File: src/rtl/cbs_pkg.sv
// Shared types for the carry barrel shifter.
package cbs_pkg;
    typedef enum logic [1:0] {
        SH_LSL = 2'd0,
        SH_LSR = 2'd1,
        SH_ASR = 2'd2,
        SH_ROR = 2'd3
    } shift_op_e;
endpackage

File: src/rtl/cbs_amt_decode.sv
// Amount decoder: keeps the used low bits of the amount operand and flags
// zero, exactly-width and above-width cases. Assumes DATA_W is a power of two
// and AMT_USE bits can hold DATA_W.
module cbs_amt_decode #(
    parameter int DATA_W  = 32,
    parameter int AMT_W   = 32,
    parameter int AMT_USE = 8,
    localparam int SH_W   = $clog2(DATA_W)
) (
    input  logic [AMT_W-1:0] amount_i,
    output logic [SH_W-1:0]  amt_low_o,
    output logic             amt_zero_o,
    output logic             low_zero_o,
    output logic             amt_eq_w_o,
    output logic             amt_over_w_o
);
    logic [AMT_USE-1:0] used;

    // Select the bits that take part in the shift.
    assign used = amount_i[AMT_USE-1:0];

    generate
        if (AMT_W > AMT_USE) begin : g_drop
            logic unused_upper;
            assign unused_upper = ^amount_i[AMT_W-1:AMT_USE];
        end
    endgenerate

    // Classify the used amount.
    always_comb begin
        amt_low_o    = used[SH_W-1:0];
        amt_zero_o   = (used == '0);
        low_zero_o   = (used[SH_W-1:0] == '0);
        amt_eq_w_o   = (used == AMT_USE'(DATA_W));
        amt_over_w_o = (used > AMT_USE'(DATA_W));
    end
endmodule

File: src/rtl/cbs_shift_core.sv
// Value path: a log-stage right shifter/rotator. Left shifts are done by
// reversing the bits before and after. Saturation inputs override the
// network for amounts at or above the width.
module cbs_shift_core
    import cbs_pkg::*;
#(
    parameter int DATA_W = 32,
    localparam int SH_W  = $clog2(DATA_W)
) (
    input  logic [DATA_W-1:0] x_i,
    input  shift_op_e         op_i,
    input  logic [SH_W-1:0]   amt_low_i,
    input  logic              sat_zero_i,
    input  logic              sat_sign_i,
    output logic [DATA_W-1:0] y_o
);
    logic              is_left;
    logic              is_rot;
    logic              fill;
    logic [DATA_W-1:0] x_rev;
    logic [DATA_W-1:0] src;
    logic [DATA_W-1:0] stage [SH_W+1];
    logic [DATA_W-1:0] net_rev;
    logic [DATA_W-1:0] net_out;

    // Decode op into direction, rotate and fill bit.
    always_comb begin
        is_left = (op_i == SH_LSL);
        is_rot  = (op_i == SH_ROR);
        fill    = (op_i == SH_ASR) ? x_i[DATA_W-1] : 1'b0;
    end

    genvar i;
    generate
        for (i = 0; i < DATA_W; i++) begin : g_rev
            assign x_rev[i]   = x_i[DATA_W-1-i];
            assign net_rev[i] = stage[SH_W][DATA_W-1-i];
        end
    endgenerate

    // Network input: reversed operand for left shifts.
    assign src      = is_left ? x_rev : x_i;
    assign stage[0] = src;

    genvar k;
    generate
        for (k = 0; k < SH_W; k++) begin : g_stage
            localparam int S = 1 << k;
            logic [DATA_W-1:0] moved;
            // One stage: shift or rotate by S when amount bit k is set.
            always_comb begin
                if (is_rot) moved = {stage[k][S-1:0], stage[k][DATA_W-1:S]};
                else        moved = {{S{fill}}, stage[k][DATA_W-1:S]};
            end
            assign stage[k+1] = amt_low_i[k] ? moved : stage[k];
        end
    endgenerate

    assign net_out = is_left ? net_rev : stage[SH_W];

    // Apply saturation for large amounts.
    always_comb begin
        if (sat_zero_i)      y_o = '0;
        else if (sat_sign_i) y_o = {DATA_W{x_i[DATA_W-1]}};
        else                 y_o = net_out;
    end
endmodule

File: src/rtl/cbs_carry_select.sv
// Carry path: picks the last bit shifted out, applies the per-op rules for
// amounts at or above the width, and passes the incoming carry through for a
// zero amount or when flag setting is off.
module cbs_carry_select
    import cbs_pkg::*;
#(
    parameter int DATA_W = 32,
    localparam int SH_W  = $clog2(DATA_W)
) (
    input  logic [DATA_W-1:0] x_i,
    input  shift_op_e         op_i,
    input  logic [SH_W-1:0]   amt_low_i,
    input  logic              amt_zero_i,
    input  logic              low_zero_i,
    input  logic              amt_eq_w_i,
    input  logic              amt_over_w_i,
    input  logic              set_flags_i,
    input  logic              carry_i,
    output logic              carry_o
);
    logic [SH_W:0]   left_idx;
    logic [SH_W-1:0] right_idx;
    logic            left_bit;
    logic            right_bit;

    // Bit positions of the last bit shifted out.
    always_comb begin
        left_idx  = (SH_W+1)'(DATA_W) - {1'b0, amt_low_i};
        right_idx = amt_low_i - SH_W'(1);
        left_bit  = x_i[left_idx[SH_W-1:0]];
        right_bit = x_i[right_idx];
    end

    // Choose the new carry according to op and amount class.
    always_comb begin
        carry_o = carry_i;
        if (set_flags_i && !amt_zero_i) begin
            unique case (op_i)
                SH_LSL: begin
                    if (amt_over_w_i)    carry_o = 1'b0;
                    else if (amt_eq_w_i) carry_o = x_i[0];
                    else                 carry_o = left_bit;
                end
                SH_LSR: begin
                    if (amt_over_w_i)    carry_o = 1'b0;
                    else if (amt_eq_w_i) carry_o = x_i[DATA_W-1];
                    else                 carry_o = right_bit;
                end
                SH_ASR: begin
                    if (amt_over_w_i || amt_eq_w_i) carry_o = x_i[DATA_W-1];
                    else                            carry_o = right_bit;
                end
                SH_ROR: begin
                    if (low_zero_i) carry_o = x_i[DATA_W-1];
                    else            carry_o = right_bit;
                end
                default: carry_o = carry_i;
            endcase
        end
    end
endmodule

File: src/rtl/carry_barrel_shifter.sv
// Top: registered barrel shifter with carry-out. Inputs are taken every
// clock; result and carry appear one clock later. Reset is synchronous and
// active low and clears both outputs.
module carry_barrel_shifter
    import cbs_pkg::*;
#(
    parameter int DATA_W  = 32,
    parameter int AMT_W   = 32,
    parameter int AMT_USE = 8,
    localparam int SH_W   = $clog2(DATA_W)
) (
    input  logic              clk,
    input  logic              rst_n,
    input  logic [1:0]        op_i,
    input  logic              set_flags_i,
    input  logic [DATA_W-1:0] operand_i,
    input  logic [AMT_W-1:0]  amount_i,
    input  logic              carry_i,
    output logic [DATA_W-1:0] result_o,
    output logic              carry_o
);
    shift_op_e         op;
    logic [SH_W-1:0]   amt_low;
    logic              amt_zero, low_zero, amt_eq_w, amt_over_w;
    logic              is_logical;
    logic [DATA_W-1:0] y_next;
    logic              c_next;

    assign op         = shift_op_e'(op_i);
    assign is_logical = (op == SH_LSL) || (op == SH_LSR);

    cbs_amt_decode #(.DATA_W(DATA_W), .AMT_W(AMT_W), .AMT_USE(AMT_USE)) u_dec (
        .amount_i     (amount_i),
        .amt_low_o    (amt_low),
        .amt_zero_o   (amt_zero),
        .low_zero_o   (low_zero),
        .amt_eq_w_o   (amt_eq_w),
        .amt_over_w_o (amt_over_w)
    );

    cbs_shift_core #(.DATA_W(DATA_W)) u_core (
        .x_i        (operand_i),
        .op_i       (op),
        .amt_low_i  (amt_low),
        .sat_zero_i (is_logical && (amt_eq_w || amt_over_w)),
        .sat_sign_i ((op == SH_ASR) && (amt_eq_w || amt_over_w)),
        .y_o        (y_next)
    );

    cbs_carry_select #(.DATA_W(DATA_W)) u_carry (
        .x_i          (operand_i),
        .op_i         (op),
        .amt_low_i    (amt_low),
        .amt_zero_i   (amt_zero),
        .low_zero_i   (low_zero),
        .amt_eq_w_i   (amt_eq_w),
        .amt_over_w_i (amt_over_w),
        .set_flags_i  (set_flags_i),
        .carry_i      (carry_i),
        .carry_o      (c_next)
    );

    // Output register with synchronous active-low reset.
    always_ff @(posedge clk) begin
        if (!rst_n) begin
            result_o <= '0;
            carry_o  <= 1'b0;
        end else begin
            result_o <= y_next;
            carry_o  <= c_next;
        end
    end
endmodule

File: config.mk
export PLATFORM = sky130hd
export DESIGN_NAME = carry_barrel_shifter
export DESIGN_NICKNAME = d
export VERILOG_FILES = /design/src/rtl/cbs_pkg.sv /design/src/rtl/cbs_amt_decode.sv /design/src/rtl/cbs_shift_core.sv /design/src/rtl/cbs_carry_select.sv /design/src/rtl/carry_barrel_shifter.sv
export SDC_FILE = /design/constraint.sdc
export NUM_CORES = 1
export LEC_CHECK = 0
export CAP_MARGIN = 40
export CORE_UTILIZATION = 50
export CTS_CLUSTER_SIZE = 28
export DETAILED_ROUTE_END_ITERATION = 6
export DONT_BUFFER_PORTS = 1
export PLACE_DENSITY = 0.64
export SYNTH_ARGS = -nofsm -noshare
export SYNTH_HDL_FRONTEND = slang
export SYNTH_SLANG_ARGS = --single-unit
File: constraint.sdc
create_clock -name clk -period 4.35 [get_ports clk]
set_clock_uncertainty 0.1 [all_clocks]
set_input_delay 0.435 -clock clk [delete_from_list [all_inputs] [get_ports clk]]
set_output_delay 0.435 -clock clk [all_outputs]
set_load 0.005 [all_outputs]
==> results summary <==
The number of nets in the synthesized netlist is 585. By area, the combinational part of the netlist is dominated by multiplexers. The switching power of the nets came out at 414 uW. The DRC violations left is 0. The clock root buffer master is clkbuf_8. The total global routing overflow came out at 0. The class of the tightest hold or removal check is input pin to flip-flop.

Of the total power, the share spent switching nets is 0.359. For this design the static power due to leakage is 0.00165 uW. The number of global-route vias before repair is between 4000 and 5000. The worst setup path is launched from an input pin.

The power per unit of standard cell area is 236 nW/um^2. The number of iterations in the first detailed-routing pass came out at 5. The setup TNS came out at 0 ns. The number of antenna violations at the first check in global routing is 0. The pin count of the biggest net entering global routing came out at 50.

The max capacitance violation total came out at 0. IR analysis of the VDD net gives a maximum drop of 0.117 mV. The critical path goes through inv_1 > ha_1 > nor3b_1 > ha_1 > a2111oi_0 > or4_1 > a31oi_1 > o31a_1. The post-synthesis average cell area is 9.37 sq um. The y dimension of the die is 100 um. Of the total synthesized cell area, the portion taken by AND, OR, NAND and NOR gates is 0.138. The final antenna-violating net count is 0. The power share of the sequential group came out at 0.289. The number of vias after detailed routing came out at 4801.

The worst path in the final design needs a cycle of 3.19 ns, including I/O delays and setup. The number of hold buffers added after cts is 0. For this block, the initial DRC count from the detailed router was about 440. At the pin with the least slew margin, the transition time is roughly 0.89 ns. The dominant cell type by count on the critical path is ha_1.

The part of the Yosys area used for sequential elements is 0.137. The die outline area is 10000 sq um. Yosys mapped a number of flops with a built-in enable equal to 0.

In this run the worst setup path terminates at carry_o$_SDFF_PN0_. The smallest setup slack after layout is 1.16 ns. Setup repair after global routing left no endpoint under its margin. The antenna diode instance count is 0.

The fraction of the core area covered by cells at the end of the flow is 0.527. For this run, the leading register cell type out of synthesis is dfxtp_1. The type of the worst setup path is input pin to flip-flop. The number of gates resized after CTS was 0.

After detailed routing, the average wire length per cell comes to 27.5 um. TritonCTS built the clock tree. Along the worst path, the maximum fanout reaches slightly below 50.

The global router's overall resource usage is 0.339. The HPWL after detailed placement came out at 12400 um. Of the total synthesized cell area, the portion taken by full adders, half adders and majority gates is 0.00521. The number of warnings printed during yosys synthesis came out at 0. The first global-routing pass estimated around 26000 um of wire. Of the post-synthesis cell area, the dominant cell type holds 0.314. The number of max-slew violations in the final report is 0. The total internal power is 740 uW. Prior to clock tree synthesis, the placed netlist has a worst setup slack of approximately 0.91 ns. The width of the die came out at 100 um.

The cell area after technology mapping came out at 4810 sq um. The post-CTS setup buffer count is 0. The flow ran to the end, and the final reports show no timing, DRC or antenna violations. The count of final setup violators is 0. The final routed wirelength across all metal layers is between 15000 and 20000 um. The kind of end point of the critical path is a flip-flop.

The fraction of the mapped netlist area in compound gates is 0.261. The xor and xnor area share after synthesis came out at 0.00911. In the post-synthesis netlist, the biggest area contributors are mux4_2, dfxtp_1, o22ai_1.

The net total in the final layout came out at between 500 and 600. The count of buffers added on input and output ports is 0. The fraction of power consumed by the clock network came out at 0.252. mux4_2 takes more of the synthesized area than any other cell. Synthesis instantiated 63 different standard cells from the library.

The portion of netlist area occupied by mux cells came out at 0.394. From synthesis to final layout, the design area changed by 1.80%. The total core area came out at a little over 9000 sq um.

The count of mapped cells out of synthesis is 513. The clock sink count is 33. The proportion of power drawn by combinational gates came out at 0.459.

The final cycle utilization of the critical path came out at 0.732. After clock tree synthesis, the clock-pin slew on the worst setup and hold paths is 0.07 ns. The number of storage elements in the synthesis netlist is 33. The fmax is 314 MHz. At the worst endpoint, the required time is 4.44 ns. The initial cell density of the core is 0.518.

The number of buffers inserted during clock tree synthesis came out at 5. Dividing the detail-routed via count by the number of cells gives 7.94. The ratio of cells with drive above 1 in the final layout is 0.223. The worst stage delay on the critical path came out at 0.54 ns.

In this run the worst setup path begins at amount_i[0]. For this design the top-level I/O count stands at between 100 and 150. The max-slew headroom at the worst pin came out at 0.401. In this run the core area contains 35 standard-cell rows. STA puts the critical path data arrival time at 3.27 ns. Counting flops with an async set or reset pin after synthesis yields a share of 0. The routability congestion estimate from global placement came out at 0.990. The largest buffer count on any clock path is 2. CTS built an H-tree with a depth of 2. Among all stages on the critical path, the largest delay is contributed by nor3b_1.

The number of endpoints with negative hold slack in the final report is 0.
[Yosys cell counts, types with 2 or more instances]
cell	number
and2_1	5
o32ai_1	2
o21ai_1	2
a2111oi_0	2
nand2_1	38
o21ai_0	20
o31a_1	3
dfxtp_1	33
mux2i_1	6
a211o_1	8
mux2_2	17
o211ai_1	9
a31oi_1	8
clkbuf_1	35
xnor2_1	4
nor4_1	2
nand3_1	11
a22oi_1	3
ha_1	2
a211oi_1	7
o31ai_1	3
a21oi_1	32
nand2b_1	2
or3b_2	2
nand4_1	2
o22ai_1	31
and3_1	4
nor2b_1	2
buf_6	3
a221oi_1	14
o21a_1	7
or2_2	3
nor3_1	17
buf_2	7
mux4_2	67
o22a_1	3
mux4_1	5
or3_1	12
a21boi_0	2
nor2_1	33
buf_1	4
a21o_1	6
o221ai_1	11
inv_1	5
[power groups by stage]
stage / registers, uW / clock network (uW) / logic, uW
after floorplan: 339 / 0 / 429
after global placement: 341 / 0 / 508
after detailed placement: 341 / 0 / 513
after CTS: 334 / 294 / 515
after global routing: 337 / 308 / 562
final: 334 / 291 / 530
[per-layer routing]
layer  track usage  part of all wire  vias to the layer above
li1              -                 -                     2056
met1         0.444              0.39                     2386
met2         0.552              0.48                      310
met3        0.0766              0.10                       49
met4         0.127             0.032                        0
met5             0                 0                        -
[cell usage in the layout (no fill, tap or decap), types with 9 or more instances in the layout]
cell      instances
o211ai_1          9
o221ai_1         11
o21ai_0          20
a221oi_1         14
or3_1            12
a21oi_1          32
nor2_1           32
o22ai_1          31
nor3_1           17
nand3_1          11
dfxtp_1          33
mux4_2           67
nand2_1          38
mux2_2           17
[worst min path at each step]
stage                     start                endpoint  slack (ns)  cells after the start
detailed placement  amount_i[4]  result_o[2]$_SDFF_PP0_        0.49                      1
global route        amount_i[4]  result_o[2]$_SDFF_PP0_        0.19                      1
floorplan               carry_i      carry_o$_SDFF_PN0_        0.57                      2
CTS                 amount_i[4]  result_o[2]$_SDFF_PP0_        0.18                      1
global placement    amount_i[4]  result_o[2]$_SDFF_PP0_        0.49                      1
finish              amount_i[4]  result_o[2]$_SDFF_PP0_        0.19                      1
[per-stage QoR]
| step | hold slack (ns) | std cells | power, uW | cell area [sq um] |
|---|---|---|---|---|
| 2_1_floorplan | 0.572 | 513 | 768 | 4810 |
| 3_3_place_gp | 0.487 | 596 | 849 | 4770 |
| 3_5_place_dp | 0.487 | 597 | 854 | 4780 |
| 4_1_cts | 0.180 | 605 | 1140 | 4890 |
| 5_1_grt | 0.189 | 605 | 1210 | 4890 |
| 6_report | 0.191 | 605 | 1150 | 4890 |
[worst max-delay path, delay by kind of cell]
| family | cells | cell delay [ns] |
|---|---|---|
| AOI/OAI and AO/OA | 3 | 0.76 |
| adders and majority gates | 2 | 0.76 |
| buffers and inverters | 1 | 0.53 |
| and+or+nand+nor | 2 | 0.78 |
[flip-flops by register name, indices dropped and copies added (netlist names)]
| register | count |
|---|---|
| result_o | 32 |
| carry_o | 1 |
[cells by family (layout without fill, tap and decap cells)]
logic type / Yosys count / in the layout
adders and majority gates: 2 / 2
AOI/OAI and AO/OA: 182 / 182
buffers and inverters: 58 / 21
DFF: 33 / 33
muxes: 95 / 95
and+or+nand+nor: 138 / 138
xor gates and xnor gates: 5 / 5
[layout make-up]
class                   instances  area [sq um]
clock buffers                   5          68.8
clock inverters                 3          46.3
fillers                       905          4390
inverters                       7          26.3
multi-input cells             422          3880
flip-flops and latches         33           661
well taps                     129           161
repair buffers                  6          45.0
No activity file was read; power rests on OpenSTA's default activity.
